**config.mk**
```make
export PLATFORM = sky130hd
export DESIGN_NAME = lktlb
export DESIGN_NICKNAME = d
export VERILOG_FILES = /design/src/rtl/lktlb_pkg.sv /design/src/rtl/lktlb_regs.sv /design/src/rtl/lktlb_array.sv /design/src/rtl/lktlb_lookup.sv /design/src/rtl/lktlb.sv
export SDC_FILE = /design/constraint.sdc
export NUM_CORES = 1
export LEC_CHECK = 0
export BUFFER_PORTS_ARGS = -buffer_cell sky130_fd_sc_hd__buf_2
export CAP_MARGIN = 5
export CELL_PAD_IN_SITES_DETAIL_PLACEMENT = 0
export CELL_PAD_IN_SITES_GLOBAL_PLACEMENT = 2
export CORE_ASPECT_RATIO = 1.5
export CORE_UTILIZATION = 35
export DETAILED_ROUTE_END_ITERATION = 8
export GPL_ROUTABILITY_DRIVEN = 0
export GPL_TIMING_DRIVEN = 0
export PLACE_DENSITY = 0.85
export SETUP_SLACK_MARGIN = 0.02
export SLEW_MARGIN = 20
export SYNTH_ARGS = -nofsm -noshare
export SYNTH_HDL_FRONTEND = slang
export SYNTH_HIERARCHICAL = 1
export SYNTH_SLANG_ARGS = --single-unit
```
**constraint.sdc**
```tcl
create_clock -name clk -period 10 [get_ports clk]
set_input_delay 2 -clock clk [delete_from_list [all_inputs] [get_ports clk]]
set_output_delay 2 -clock clk [all_outputs]
set_load 0.01 [all_outputs]
```
**src/rtl/lktlb_pkg.sv**
```systemverilog
package lktlb_pkg;

    localparam int ADDR_W   = 32;
    localparam int PG_SHIFT = 12;
    localparam int VPN_W    = ADDR_W - PG_SHIFT;

    // register byte offsets
    localparam logic [7:0] OFS_REV    = 8'h00;
    localparam logic [7:0] OFS_SYSCFG = 8'h10;
    localparam logic [7:0] OFS_STATUS = 8'h14;
    localparam logic [7:0] OFS_CTRL   = 8'h44;
    localparam logic [7:0] OFS_LOCK   = 8'h50;
    localparam logic [7:0] OFS_LOAD   = 8'h54;
    localparam logic [7:0] OFS_TAG    = 8'h58;
    localparam logic [7:0] OFS_DATA   = 8'h5C;
    localparam logic [7:0] OFS_GFLUSH = 8'h60;
    localparam logic [7:0] OFS_FLUSH  = 8'h64;
    localparam logic [7:0] OFS_RDTAG  = 8'h68;
    localparam logic [7:0] OFS_RDDATA = 8'h6C;

    localparam int LK_BASE_LSB = 10;
    localparam int LK_VICT_LSB = 4;

    typedef enum logic [1:0] {
        PG_4K   = 2'd0,
        PG_64K  = 2'd1,
        PG_1M   = 2'd2,
        PG_1M_B = 2'd3
    } pgsz_e;

    typedef struct packed {
        logic [VPN_W-1:0] vpn;
        pgsz_e            size;
        logic             valid;
    } tag_t;

    // page-number bits that take part in a compare for a given size
    function automatic logic [VPN_W-1:0] vpn_mask(pgsz_e sz);
        logic [VPN_W-1:0] ones;
        ones = '1;
        case (sz)
            PG_4K:   return ones;
            PG_64K:  return ones << 4;
            default: return ones << 8;
        endcase
    endfunction

    function automatic logic [ADDR_W-1:0] tag_word(tag_t t);
        return {t.vpn, {(ADDR_W-VPN_W-3){1'b0}}, t.size, t.valid};
    endfunction

endpackage

```
**src/rtl/lktlb_regs.sv**
```systemverilog
module lktlb_regs
    import lktlb_pkg::*;
#(
    parameter int IDX_W      = 3,
    parameter int REV_MAJOR  = 1,
    parameter int REV_MINOR  = 2,
    parameter int RST_CYCLES = 4
) (
    input  logic              clk,
    input  logic              rst,
    input  logic              reg_wr,
    input  logic [7:0]        reg_addr,
    input  logic [ADDR_W-1:0] reg_wdata,
    output logic [ADDR_W-1:0] reg_rdata,
    input  tag_t              rd_tag,
    input  logic [VPN_W-1:0]  rd_ppn,
    output logic              en_o,
    output logic [IDX_W-1:0]  base_o,
    output logic [IDX_W-1:0]  victim_o,
    output tag_t              stage_tag_o,
    output logic [VPN_W-1:0]  stage_ppn_o,
    output logic              load_o,
    output logic              flush_one_o,
    output logic              flush_upper_o,
    output logic              clr_all_o
);

    localparam int CNT_W = $clog2(RST_CYCLES) + 1;

    logic             busy_q;
    logic [CNT_W-1:0] cnt_q;
    logic             en_q;
    logic [IDX_W-1:0] base_q, victim_q;
    tag_t             stag_q;
    logic [VPN_W-1:0] sppn_q;
    logic             wr_ok;

    assign wr_ok         = reg_wr && !busy_q;
    assign clr_all_o     = wr_ok && (reg_addr == OFS_SYSCFG) && reg_wdata[1];
    assign load_o        = wr_ok && (reg_addr == OFS_LOAD)   && reg_wdata[0];
    assign flush_one_o   = wr_ok && (reg_addr == OFS_FLUSH)  && reg_wdata[0];
    assign flush_upper_o = wr_ok && (reg_addr == OFS_GFLUSH) && reg_wdata[0];

    always_ff @(posedge clk) begin
        if (rst) begin
            busy_q   <= 1'b0;
            cnt_q    <= '0;
            en_q     <= 1'b0;
            base_q   <= '0;
            victim_q <= '0;
            stag_q   <= '0;
            sppn_q   <= '0;
        end else if (clr_all_o) begin
            busy_q   <= 1'b1;
            cnt_q    <= CNT_W'(RST_CYCLES - 1);
            en_q     <= 1'b0;
            base_q   <= '0;
            victim_q <= '0;
            stag_q   <= '0;
            sppn_q   <= '0;
        end else if (busy_q) begin
            if (cnt_q == '0) busy_q <= 1'b0;
            else             cnt_q  <= cnt_q - 1'b1;
        end else if (wr_ok) begin
            case (reg_addr)
                OFS_CTRL: en_q <= reg_wdata[1];
                OFS_LOCK: begin
                    base_q   <= reg_wdata[LK_BASE_LSB +: IDX_W];
                    victim_q <= reg_wdata[LK_VICT_LSB +: IDX_W];
                end
                OFS_TAG: begin
                    stag_q.vpn   <= reg_wdata[ADDR_W-1:PG_SHIFT];
                    stag_q.size  <= pgsz_e'(reg_wdata[2:1]);
                    stag_q.valid <= reg_wdata[0];
                end
                OFS_DATA: sppn_q <= reg_wdata[ADDR_W-1:PG_SHIFT];
                default: ;
            endcase
        end
    end

    always_comb begin
        reg_rdata = '0;
        case (reg_addr)
            OFS_REV:    reg_rdata[7:0] = {4'(REV_MAJOR), 4'(REV_MINOR)};
            OFS_STATUS: reg_rdata[0] = !busy_q;
            OFS_CTRL:   reg_rdata[1] = en_q;
            OFS_LOCK: begin
                reg_rdata[LK_BASE_LSB +: IDX_W] = base_q;
                reg_rdata[LK_VICT_LSB +: IDX_W] = victim_q;
            end
            OFS_TAG:    reg_rdata = tag_word(stag_q);
            OFS_DATA:   reg_rdata = {sppn_q, {PG_SHIFT{1'b0}}};
            OFS_RDTAG:  reg_rdata = tag_word(rd_tag);
            OFS_RDDATA: reg_rdata = {rd_ppn, {PG_SHIFT{1'b0}}};
            default:    reg_rdata = '0;
        endcase
    end

    assign en_o        = en_q;
    assign base_o      = base_q;
    assign victim_o    = victim_q;
    assign stage_tag_o = stag_q;
    assign stage_ppn_o = sppn_q;

    AST_SRST_BUSY: assert property (@(posedge clk) disable iff (rst)
        clr_all_o |=> busy_q);
    AST_SRST_LOCK: assert property (@(posedge clk) disable iff (rst)
        clr_all_o |=> (base_q == '0 && victim_q == '0 && !en_q));
    AST_LOCK_WRITE: assert property (@(posedge clk) disable iff (rst)
        (wr_ok && reg_addr == OFS_LOCK) |=>
            (victim_q == $past(reg_wdata[LK_VICT_LSB +: IDX_W])));

endmodule

```
**src/rtl/lktlb_array.sv**
```systemverilog
module lktlb_array
    import lktlb_pkg::*;
#(
    parameter int ENTRIES = 8,
    parameter int IDX_W   = 3
) (
    input  logic                         clk,
    input  logic                         rst,
    input  logic                         clr_all_i,
    input  logic                         load_i,
    input  logic [IDX_W-1:0]             load_idx_i,
    input  tag_t                         load_tag_i,
    input  logic [VPN_W-1:0]             load_ppn_i,
    input  logic                         flush_one_i,
    input  logic [VPN_W-1:0]             flush_vpn_i,
    input  logic                         flush_upper_i,
    input  logic [IDX_W-1:0]             base_i,
    output tag_t [ENTRIES-1:0]           tags_o,
    output logic [ENTRIES-1:0][VPN_W-1:0] ppns_o
);

    logic [ENTRIES-1:0] vld;
    logic [ENTRIES-1:0] keep;

    for (genvar i = 0; i < ENTRIES; i++) begin : g_ent
        tag_t             t_q;
        logic [VPN_W-1:0] p_q;
        logic             fl_hit;

        assign fl_hit  = t_q.valid &&
                         (((t_q.vpn ^ flush_vpn_i) & vpn_mask(t_q.size)) == '0);
        assign keep[i] = (i < int'(base_i));

        always_ff @(posedge clk) begin
            if (rst || clr_all_i) begin
                t_q <= '0;
                p_q <= '0;
            end else if (load_i && (load_idx_i == IDX_W'(i))) begin
                t_q <= load_tag_i;
                p_q <= load_ppn_i;
            end else if (flush_one_i && fl_hit) begin
                t_q.valid <= 1'b0;
            end else if (flush_upper_i && !keep[i]) begin
                t_q.valid <= 1'b0;
            end
        end

        assign tags_o[i] = t_q;
        assign ppns_o[i] = p_q;
        assign vld[i]    = t_q.valid;
    end

    AST_LOAD_STORES: assert property (@(posedge clk) disable iff (rst)
        (load_i && !clr_all_i) |=> (tags_o[$past(load_idx_i)] == $past(load_tag_i)));
    AST_GFLUSH_KEEP: assert property (@(posedge clk) disable iff (rst)
        (flush_upper_i && !clr_all_i && !load_i && !flush_one_i) |=>
            ((vld & $past(keep)) == ($past(vld) & $past(keep))));
    AST_GFLUSH_CLEAR: assert property (@(posedge clk) disable iff (rst)
        flush_upper_i |=> ((vld & ~$past(keep)) == '0));
    AST_CLR_ALL: assert property (@(posedge clk) disable iff (rst)
        clr_all_i |=> (vld == '0));

endmodule

```
**src/rtl/lktlb_lookup.sv**
```systemverilog
module lktlb_lookup
    import lktlb_pkg::*;
#(
    parameter int ENTRIES = 8
) (
    input  logic                          clk,
    input  logic                          rst,
    input  logic                          en_i,
    input  logic                          lk_valid,
    input  logic [ADDR_W-1:0]             lk_vaddr,
    input  tag_t [ENTRIES-1:0]            tags_i,
    input  logic [ENTRIES-1:0][VPN_W-1:0] ppns_i,
    output logic                          lk_hit,
    output logic [ADDR_W-1:0]             lk_paddr
);

    logic [ENTRIES-1:0] match;
    logic               any;
    logic [VPN_W-1:0]   sel_ppn;
    pgsz_e              sel_sz;
    logic [ADDR_W-1:0]  pmask;

    for (genvar i = 0; i < ENTRIES; i++) begin : g_cmp
        assign match[i] = tags_i[i].valid &&
            (((tags_i[i].vpn ^ lk_vaddr[ADDR_W-1:PG_SHIFT]) & vpn_mask(tags_i[i].size)) == '0);
    end

    // descending scan so the lowest matching index is the last assignment
    always_comb begin
        any     = 1'b0;
        sel_ppn = '0;
        sel_sz  = PG_4K;
        for (int i = ENTRIES - 1; i >= 0; i--) begin
            if (match[i]) begin
                any     = 1'b1;
                sel_ppn = ppns_i[i];
                sel_sz  = tags_i[i].size;
            end
        end
    end

    assign pmask    = {vpn_mask(sel_sz), {PG_SHIFT{1'b0}}};
    assign lk_hit   = any && en_i && lk_valid;
    assign lk_paddr = lk_hit ? (({sel_ppn, {PG_SHIFT{1'b0}}} & pmask) | (lk_vaddr & ~pmask))
                             : '0;

    AST_HIT_GATED: assert property (@(posedge clk) disable iff (rst)
        lk_hit |-> (en_i && lk_valid));
    AST_MISS_ZERO: assert property (@(posedge clk) disable iff (rst)
        !lk_hit |-> (lk_paddr == '0));
    AST_HIT_HAS_MATCH: assert property (@(posedge clk) disable iff (rst)
        lk_hit |-> ($countones(match) > 0));

endmodule

```
**src/rtl/lktlb.sv**
```systemverilog
module lktlb
    import lktlb_pkg::*;
#(
    parameter int ENTRIES    = 8,
    parameter int REV_MAJOR  = 1,
    parameter int REV_MINOR  = 2,
    parameter int RST_CYCLES = 4
) (
    input  logic        clk,
    input  logic        rst,
    input  logic        reg_wr,
    input  logic [7:0]  reg_addr,
    input  logic [31:0] reg_wdata,
    output logic [31:0] reg_rdata,
    input  logic        lk_valid,
    input  logic [31:0] lk_vaddr,
    output logic        lk_hit,
    output logic [31:0] lk_paddr
);

    localparam int IDX_W = (ENTRIES > 1) ? $clog2(ENTRIES) : 1;

    logic                          en;
    logic [IDX_W-1:0]              base, victim;
    tag_t                          stag;
    logic [VPN_W-1:0]              sppn;
    logic                          load, flush_one, flush_upper, clr_all;
    tag_t [ENTRIES-1:0]            tags;
    logic [ENTRIES-1:0][VPN_W-1:0] ppns;

    lktlb_regs #(
        .IDX_W(IDX_W), .REV_MAJOR(REV_MAJOR),
        .REV_MINOR(REV_MINOR), .RST_CYCLES(RST_CYCLES)
    ) u_regs (
        .clk(clk), .rst(rst),
        .reg_wr(reg_wr), .reg_addr(reg_addr),
        .reg_wdata(reg_wdata), .reg_rdata(reg_rdata),
        .rd_tag(tags[victim]), .rd_ppn(ppns[victim]),
        .en_o(en), .base_o(base), .victim_o(victim),
        .stage_tag_o(stag), .stage_ppn_o(sppn),
        .load_o(load), .flush_one_o(flush_one),
        .flush_upper_o(flush_upper), .clr_all_o(clr_all)
    );

    lktlb_array #(.ENTRIES(ENTRIES), .IDX_W(IDX_W)) u_array (
        .clk(clk), .rst(rst),
        .clr_all_i(clr_all),
        .load_i(load), .load_idx_i(victim),
        .load_tag_i(stag), .load_ppn_i(sppn),
        .flush_one_i(flush_one), .flush_vpn_i(stag.vpn),
        .flush_upper_i(flush_upper), .base_i(base),
        .tags_o(tags), .ppns_o(ppns)
    );

    lktlb_lookup #(.ENTRIES(ENTRIES)) u_lookup (
        .clk(clk), .rst(rst),
        .en_i(en), .lk_valid(lk_valid), .lk_vaddr(lk_vaddr),
        .tags_i(tags), .ppns_i(ppns),
        .lk_hit(lk_hit), .lk_paddr(lk_paddr)
    );

endmodule

```
Word-level counts from Yosys, hierarchy flattened
Cells that the tools add are included.
{ "totals": {"reg_bits": 398, "input_bits": 76, "out_inout_bits": 65, "word_cells": 294} }
{ "classes": {"addsub": 1, "order_cmp": 8, "n_eq_ne": 28, "n_mux": 74, "n_bitwise": 38, "reduce_logical": 103} }
{ "ops": {"columns": ["op", "n"], "rows": [
  ["$and 20x20->20", 16],
  ["$logic_not 20->1", 16],
  ["$xor 20x20->20", 16],
  ["$mux 20", 9],
  ["$pmux 8 s2", 9],
  ["$pmux 19 s4", 1],
  ["$eq 8x7->1 const B", 9],
  ["$bmux 23 s3", 1],
  ["$and 32x32->32", 2],
  ["$bmux 20 s3", 1],
  ["$logic_and 1x1->1", 50],
  ["$mux 1", 35],
  ["$mux 32", 1],
  ["$not 32->32", 1],
  ["$or 32x32->32", 1],
  ["$reduce_bool 3->1", 8],
  ["$mux 23", 1],
  ["$mux 2", 11],
  ["$eq 2x1->1 const B", 9],
  ["$logic_not 2->1", 9],
  ["$eq 8x5->1 const B", 2],
  ["$pmux 3 s5", 1],
  ["$eq 3x3->1 const B", 4],
  ["$reduce_and 3->1", 4],
  ["other kinds (20)", 35]
]} }

Longest topological paths before layout
{ "depth": {"ltp_word": 19, "mapped_depth": 13} }

Hierarchy
Netlist, hierarchy kept.
{ "modules_own_cells": {"columns": ["module", "n_inst", "cells_per_inst", "area_per_inst_um2", "seq_area_each_um2"], "rows": [
  ["lktlb_array", 1, 1802, 14039.7, 6886.6],
  ["lktlb_lookup", 1, 587, 4411.7, 0.0],
  ["lktlb", 1, 154, 2777.7, 0.0],
  ["lktlb_regs", 1, 352, 2756.4, 1081.0]
]} }

Worst setup path after synthesis
Ideal clock, no wire load.
{ "synth_timing": {"kind": "input to output", "from": "in lk_vaddr[20]", "to": "out lk_paddr[23]", "arrival_time_ns": 4.208, "t_required_ns": 8.000, "setup_slack_ns": 3.792, "stages": 12, "n_path_buf": 5, "cell_sequence": "buf_4 xnor2_1 nand4_1 or4_4 buf_6 or2_1 buf_6 buf_6 buf_6 a211oi_2 o21ai_1 a221o_1"} }
{ "synth_via": {"elab_chain_len": 15, "word_cells_on_any_way": 53} }
{ "synth_rtl": {"columns": ["item", "line", "rtl"], "rows": [
  ["start: declaration", "lktlb.sv:16", "input logic [31:0] lk_vaddr,"],
  ["$xor 20x20->20", "lktlb_lookup.sv:25", "(((tags_i[i].vpn ^ lk_vaddr[ADDR_W-1:PG_SHIFT]) & vpn_mask(tags_i[i].size)) == '0);"],
  ["$and 20x20->20", "lktlb_lookup.sv:25", null],
  ["$logic_not 20->1", "lktlb_lookup.sv:25", null],
  ["$logic_and 1x1->1", "lktlb_lookup.sv:24", "assign match[i] = tags_i[i].valid &&"],
  ["$mux 20 or $mux 1 (tied branches) (8 in series)", "lktlb_lookup.sv:34", "if (match[i]) begin"],
  ["$and 32x32->32 or $logic_and 1x1->1 (tied branches)", "lktlb_lookup.sv:44, lktlb_lookup.sv:43", null],
  ["$or 32x32->32 or $logic_and 1x1->1 (tied branches)", "lktlb_lookup.sv:44, lktlb_lookup.sv:43", null],
  ["$mux 32 *", "lktlb_lookup.sv:44", "assign lk_paddr = lk_hit ? (({sel_ppn, {PG_SHIFT{1'b0}}} & pmask) | (lk_vaddr & ~pmask))"],
  ["end: declaration", "lktlb.sv:18", "output logic [31:0] lk_paddr"]
]} }
Every way passes the cells marked *; elsewhere a longest branch is shown, timed or not.

Worst setup path after layout
{ "layout_timing": {"from": "in lk_vaddr[28]", "to": "out lk_paddr[13]"} }
{ "layout_via": {"elab_chain_len": 18, "word_cells_on_any_way": 66} }
{ "layout_rtl": {"columns": ["item", "line", "rtl"], "rows": [
  ["$xor 20x20->20", "lktlb_lookup.sv:25", null],
  ["$and 20x20->20", "lktlb_lookup.sv:25", null],
  ["$logic_not 20->1", "lktlb_lookup.sv:25", null],
  ["$logic_and 1x1->1", "lktlb_lookup.sv:24", null],
  ["$mux 2 (8 in series)", "lktlb_lookup.sv:34", null],
  ["$eq 2x1->1 or $logic_not 2->1 (tied branches)", "lktlb_pkg.sv:41", "case (sz)"],
  ["$pmux 8 s2", "lktlb_pkg.sv:41", null],
  ["$not 32->32", "lktlb_lookup.sv:44", null],
  ["$and 32x32->32", "lktlb_lookup.sv:44", null],
  ["$or 32x32->32", "lktlb_lookup.sv:44", null],
  ["$mux 32 *", "lktlb_lookup.sv:44", null]
]} }
Marks and branches as above.

==> impl_results.md <==
* Area Growth Syn to Fin at 13.4%
* Root buffer cell: clkbuf_16
* Overflow after GRT at 0
* Post-CTS setup repair buffer count at 0
* Clk buf depth at 3
* Port Buf Inserts at about 110
* Slew @ Worst Pin at 1.26 ns
* Path depth of the worst reg2reg path at 9
* Die Ht at 323 um
* Cell Chain, Critical Path: buf_6 > xnor2_1 > nand4_1 > nor4_1 > nand2_1 > nor2_1 > buf_2 > clkbuf_1 > a22oi_1 > a21o_1 > mux2i_1 > buf_2
* Sink Count at 398
* Vias per cell at roughly 6
* Die X at 216 um
* Post-synth EDFFs at 0
* Slowest stage cell, crit path: nor4_1
* Layout cells sized above 1 at 18.6%
* Yosys warning count at 6
* Final nets at 3133
* Final wirelength at 120 mm
* Final-report setup violation count at 0
* Required time of the worst setup path at 8.00 ns
* Tightest Hold Check Type: register to register
* Initial core utilization at between 30% and 40%
* Final worst-path cycle share at 81.9%
* Synth Area in Simple Gates at 20.2%
* First-pass GRT wire length at 168 mm
* Clock network fraction of total power at 49.8%
* #FFs+latches synth at 398
* DR pass1 iterations at 7
* Pint at 2.65 mW
* Drt wl/cell at 30.1 um
* CP max FO at 10
* Total GRT Usage at 34.0%
* Synth Area in Adders at less than 1%
* Yosys cell types at 92
* Hold path startpoint: u_array/g_ent[3].p_q[3]$_SDFFE_PP0P_
* CP startpoint kind: input port
* Vias at roughly 24000
* Pwr dens at about 130 nW/um2
* WP data arrival at 6.19 ns
* Synth Area in Compound Gates at 15.9%
* Reg2reg setup slack at 6.40 ns
* Rel. slew slack at 15.6%
* PostCTS Resize Cnt at 0
* Synth async-reset ratio at 0%
* CP peak stage delay at 1.04 ns
* Maxcap violations at 0
* DP HPWL at around 90 mm
* Placeable Area at 67800 um2
* Die ar. at about 70000 um2
* Critical path depth at 12
* Register area share after synthesis at between 30 and 40%
* Post-route DRC at 0
* Post-synth design cell area at between 20000 and 25000 um2
* H-Tree Depth at 2
* Initial antenna violation count at 6
* Fillers at 6902
* Dpl cells at 3902
* Launch point of the critical path: lk_vaddr[28]
* Fmax at approximately 120 MHz
* CP top delay family: simple AND/OR/NAND/NOR gates
* Synth Area in XOR/XNOR at 11.8%
* Switching pwr at 819 uW
* Worst setup margin at 1.81 ns
* ANT nets after route at 0
* Final hold vios at 0
* Pre-CTS setup slack at 2.08 ns
* Sw Share at 23.6%
* DRT iter0 DRCs at between 3000 and 4000
* Post-synth top flop: dfxtp_1
* LEAKAGE at 9.75 nW
* Post-route insts no fill at between 3000 and 4000
* Mux share of post-synthesis cell area at 11.6%
* Avg Cell Area, Syn at 8.29 um2
* Sequential fraction of design power at 45.7%
* Count of final max-slew check failures at 0
* Cells after Synth at 2895
* CTS tree: built
* Skew final at roughly 0.018 ns
* RR Startpoint: u_regs/busy_q$_SDFF_PP0_
* WP buf/inv at 4
* Status: finished clean
* Maximum VDD drop at 0.000116 V
* Setup tns final at 0 ns
* Kind of end point of the critical path: output pin
* # rows at 117
* Crit Path Class: input port to output pin
* Unrepaired setup endpoints after global routing: no
* Hold_buf cts at 0
* Final min period at 8.19 ns
* Largest family of logic cells by synthesized area: simple AND/OR/NAND/NOR gates
* Clock Latency Late Sink at 0.61 ns
* Largest net degree at the start of global routing at 16
* Cells on Worst Hold Path at 2
* Logic gate share of total power at 4.4%
* Most used cell, CP: buf_2
* # IOs at between 100 and 150
* Worst-path clk slew at roughly 0.06 ns
* CTS Buf Count at 43
* Vias in the first global route at 23000
==> final cells by class <==
type	instances	area (um2)	area share, %
Antenna cell	3	7.51	0.0276
Clock buffer	62	1280	4.71
Tap cell	892	1120	4.10
Multi-Input combinational cell	2194	14300	52.7
Inverter	29	109	0.400
Sequential cell	398	7970	29.3
Clock inverter	13	205	0.755
Timing Repair Buffer	112	561	2.06
Buffer	277	1620	5.94
==> sequential cells by signal (all words and copies together), names as in the netlist <==
signal,cells
u_array/tags_o,184
u_array/g_ent.p_q,160
u_regs/stage_tag_o,23
u_regs/stage_ppn_o,20
u_regs/base_o,3
u_regs/cnt_q,3
u_regs/victim_o,3
u_regs/busy_q,1
u_regs/en_o,1
==> final timing paths <==
path / endpoint
setup / recovery: lk_paddr[13]
hold / removal: u_array/g_ent[3].p_q[3]$_SDFFE_PP0P_
setup reg to reg: u_array/tags_o[18]$_SDFFE_PP0P_
hold reg to reg: u_array/g_ent[3].p_q[3]$_SDFFE_PP0P_
==> worst reg2reg max path: stages (launching register included) <==
cell,delay (ns)
dfxtp_1,0.36
nor2b_1,0.13
clkbuf_1,0.35
nand4_2,0.25
inv_1,0.12
or2_2,0.11
clkbuf_1,0.25
clkbuf_1,0.82
clkbuf_1,0.94
a21oi_1,0.11
==> synthesized netlist by cell type, types with 6 or more instances <==
cell,instances,area (um2)
mux4_2,83,1870
buf_6,30,338
a221o_1,12,120
nand2_1,800,3000
mux2_2,11,124
nor4_1,39,244
o21ai_1,15,75.1
a21oi_1,399,2000
and2_1,30,188
xor2_1,140,1230
mux2i_1,11,110
o2111ai_1,12,105
clkbuf_1,68,255
buf_2,149,746
a211oi_2,7,87.6
o21ai_0,19,95.1
a41o_1,11,110
o22ai_1,9,56.3
inv_1,28,105
dfxtp_1,398,7970
buf_4,22,165
a22oi_1,61,458
nor2_1,59,221
xnor2_1,178,1560
nand3_1,43,215
and3_1,17,106
o2bb2ai_2,6,90.1
o21a_1,7,52.6
nor3_1,30,150
nand4_1,29,181
o2bb2ai_1,6,52.6
mux2_4,40,601
==> layout by cell type, fill, tap and decap left out, types with 7 or more instances in the layout <==
cell and instances:
clkbuf_8 9, xnor2_1 178, clkbuf_16 45, a221o_1 12, o21a_1 7, buf_4 22, and3_1 17, a21oi_1 399
nor4_1 37, mux2_4 40, o21ai_0 19, mux4_2 83, nand2_1 800, nand4_1 29, o22ai_1 9, a211oi_2 7
o2111ai_1 12, o21ai_1 15, nor2_1 59, inv_1 28, a41o_1 11, nand3_1 43, dfxtp_1 398, buf_6 30
clkbuf_1 76, a22oi_1 61, nor3_1 30, mux2i_1 11, buf_2 261, xor2_1 140, mux2_2 11, and2_1 30
==> kinds of logic (layout without fill, tap and decap cells) <==
family,after synthesis,count (layout)
XOR/XNOR,321,321
AND/OR/NAND/NOR,1103,1103
adder cells (fa/ha/maj),2,2
multiplexers,148,148
flip-flops,398,398
AO/OA/AOI/OAI,616,616
other,1,7
buffers and inverters,306,493
==> stage by stage <==
stage | util, % | instance area [um2] | hold slack (ns) | total power [mW]
2_1_floorplan | - | 24000 | 0.440 | 1.70
3_3_place_gp | 37.9 | 25700 | 0.453 | 1.77
3_5_place_dp | 37.9 | 25700 | 0.458 | 1.77
4_1_cts | 40.1 | 27200 | 0.467 | 3.48
5_1_grt | 40.1 | 27200 | 0.485 | 3.55
6_report | 40.1 | 27200 | 0.467 | 3.47
==> power by group through the flow <==
stage | logic [mW] | clock network, mW | registers, mW
final | 0.154 | 1.73 | 1.59
after global routing | 0.157 | 1.81 | 1.58
after CTS | 0.148 | 1.75 | 1.59
after detailed placement | 0.148 | 0 | 1.62
after global placement | 0.147 | 0 | 1.62
after floorplan | 0.0837 | 0 | 1.62
==> routing by layer <==
metal	wire (um)	vias up	GRT usage [%]
met1	40300	11500	36.0
met3	10800	535	7.67
met4	12800	4	29.4
li1	-	10300	-
met2	55900	1542	56.9
met5	22	-	0
Note: power is estimated with default switching activity, not from simulation.
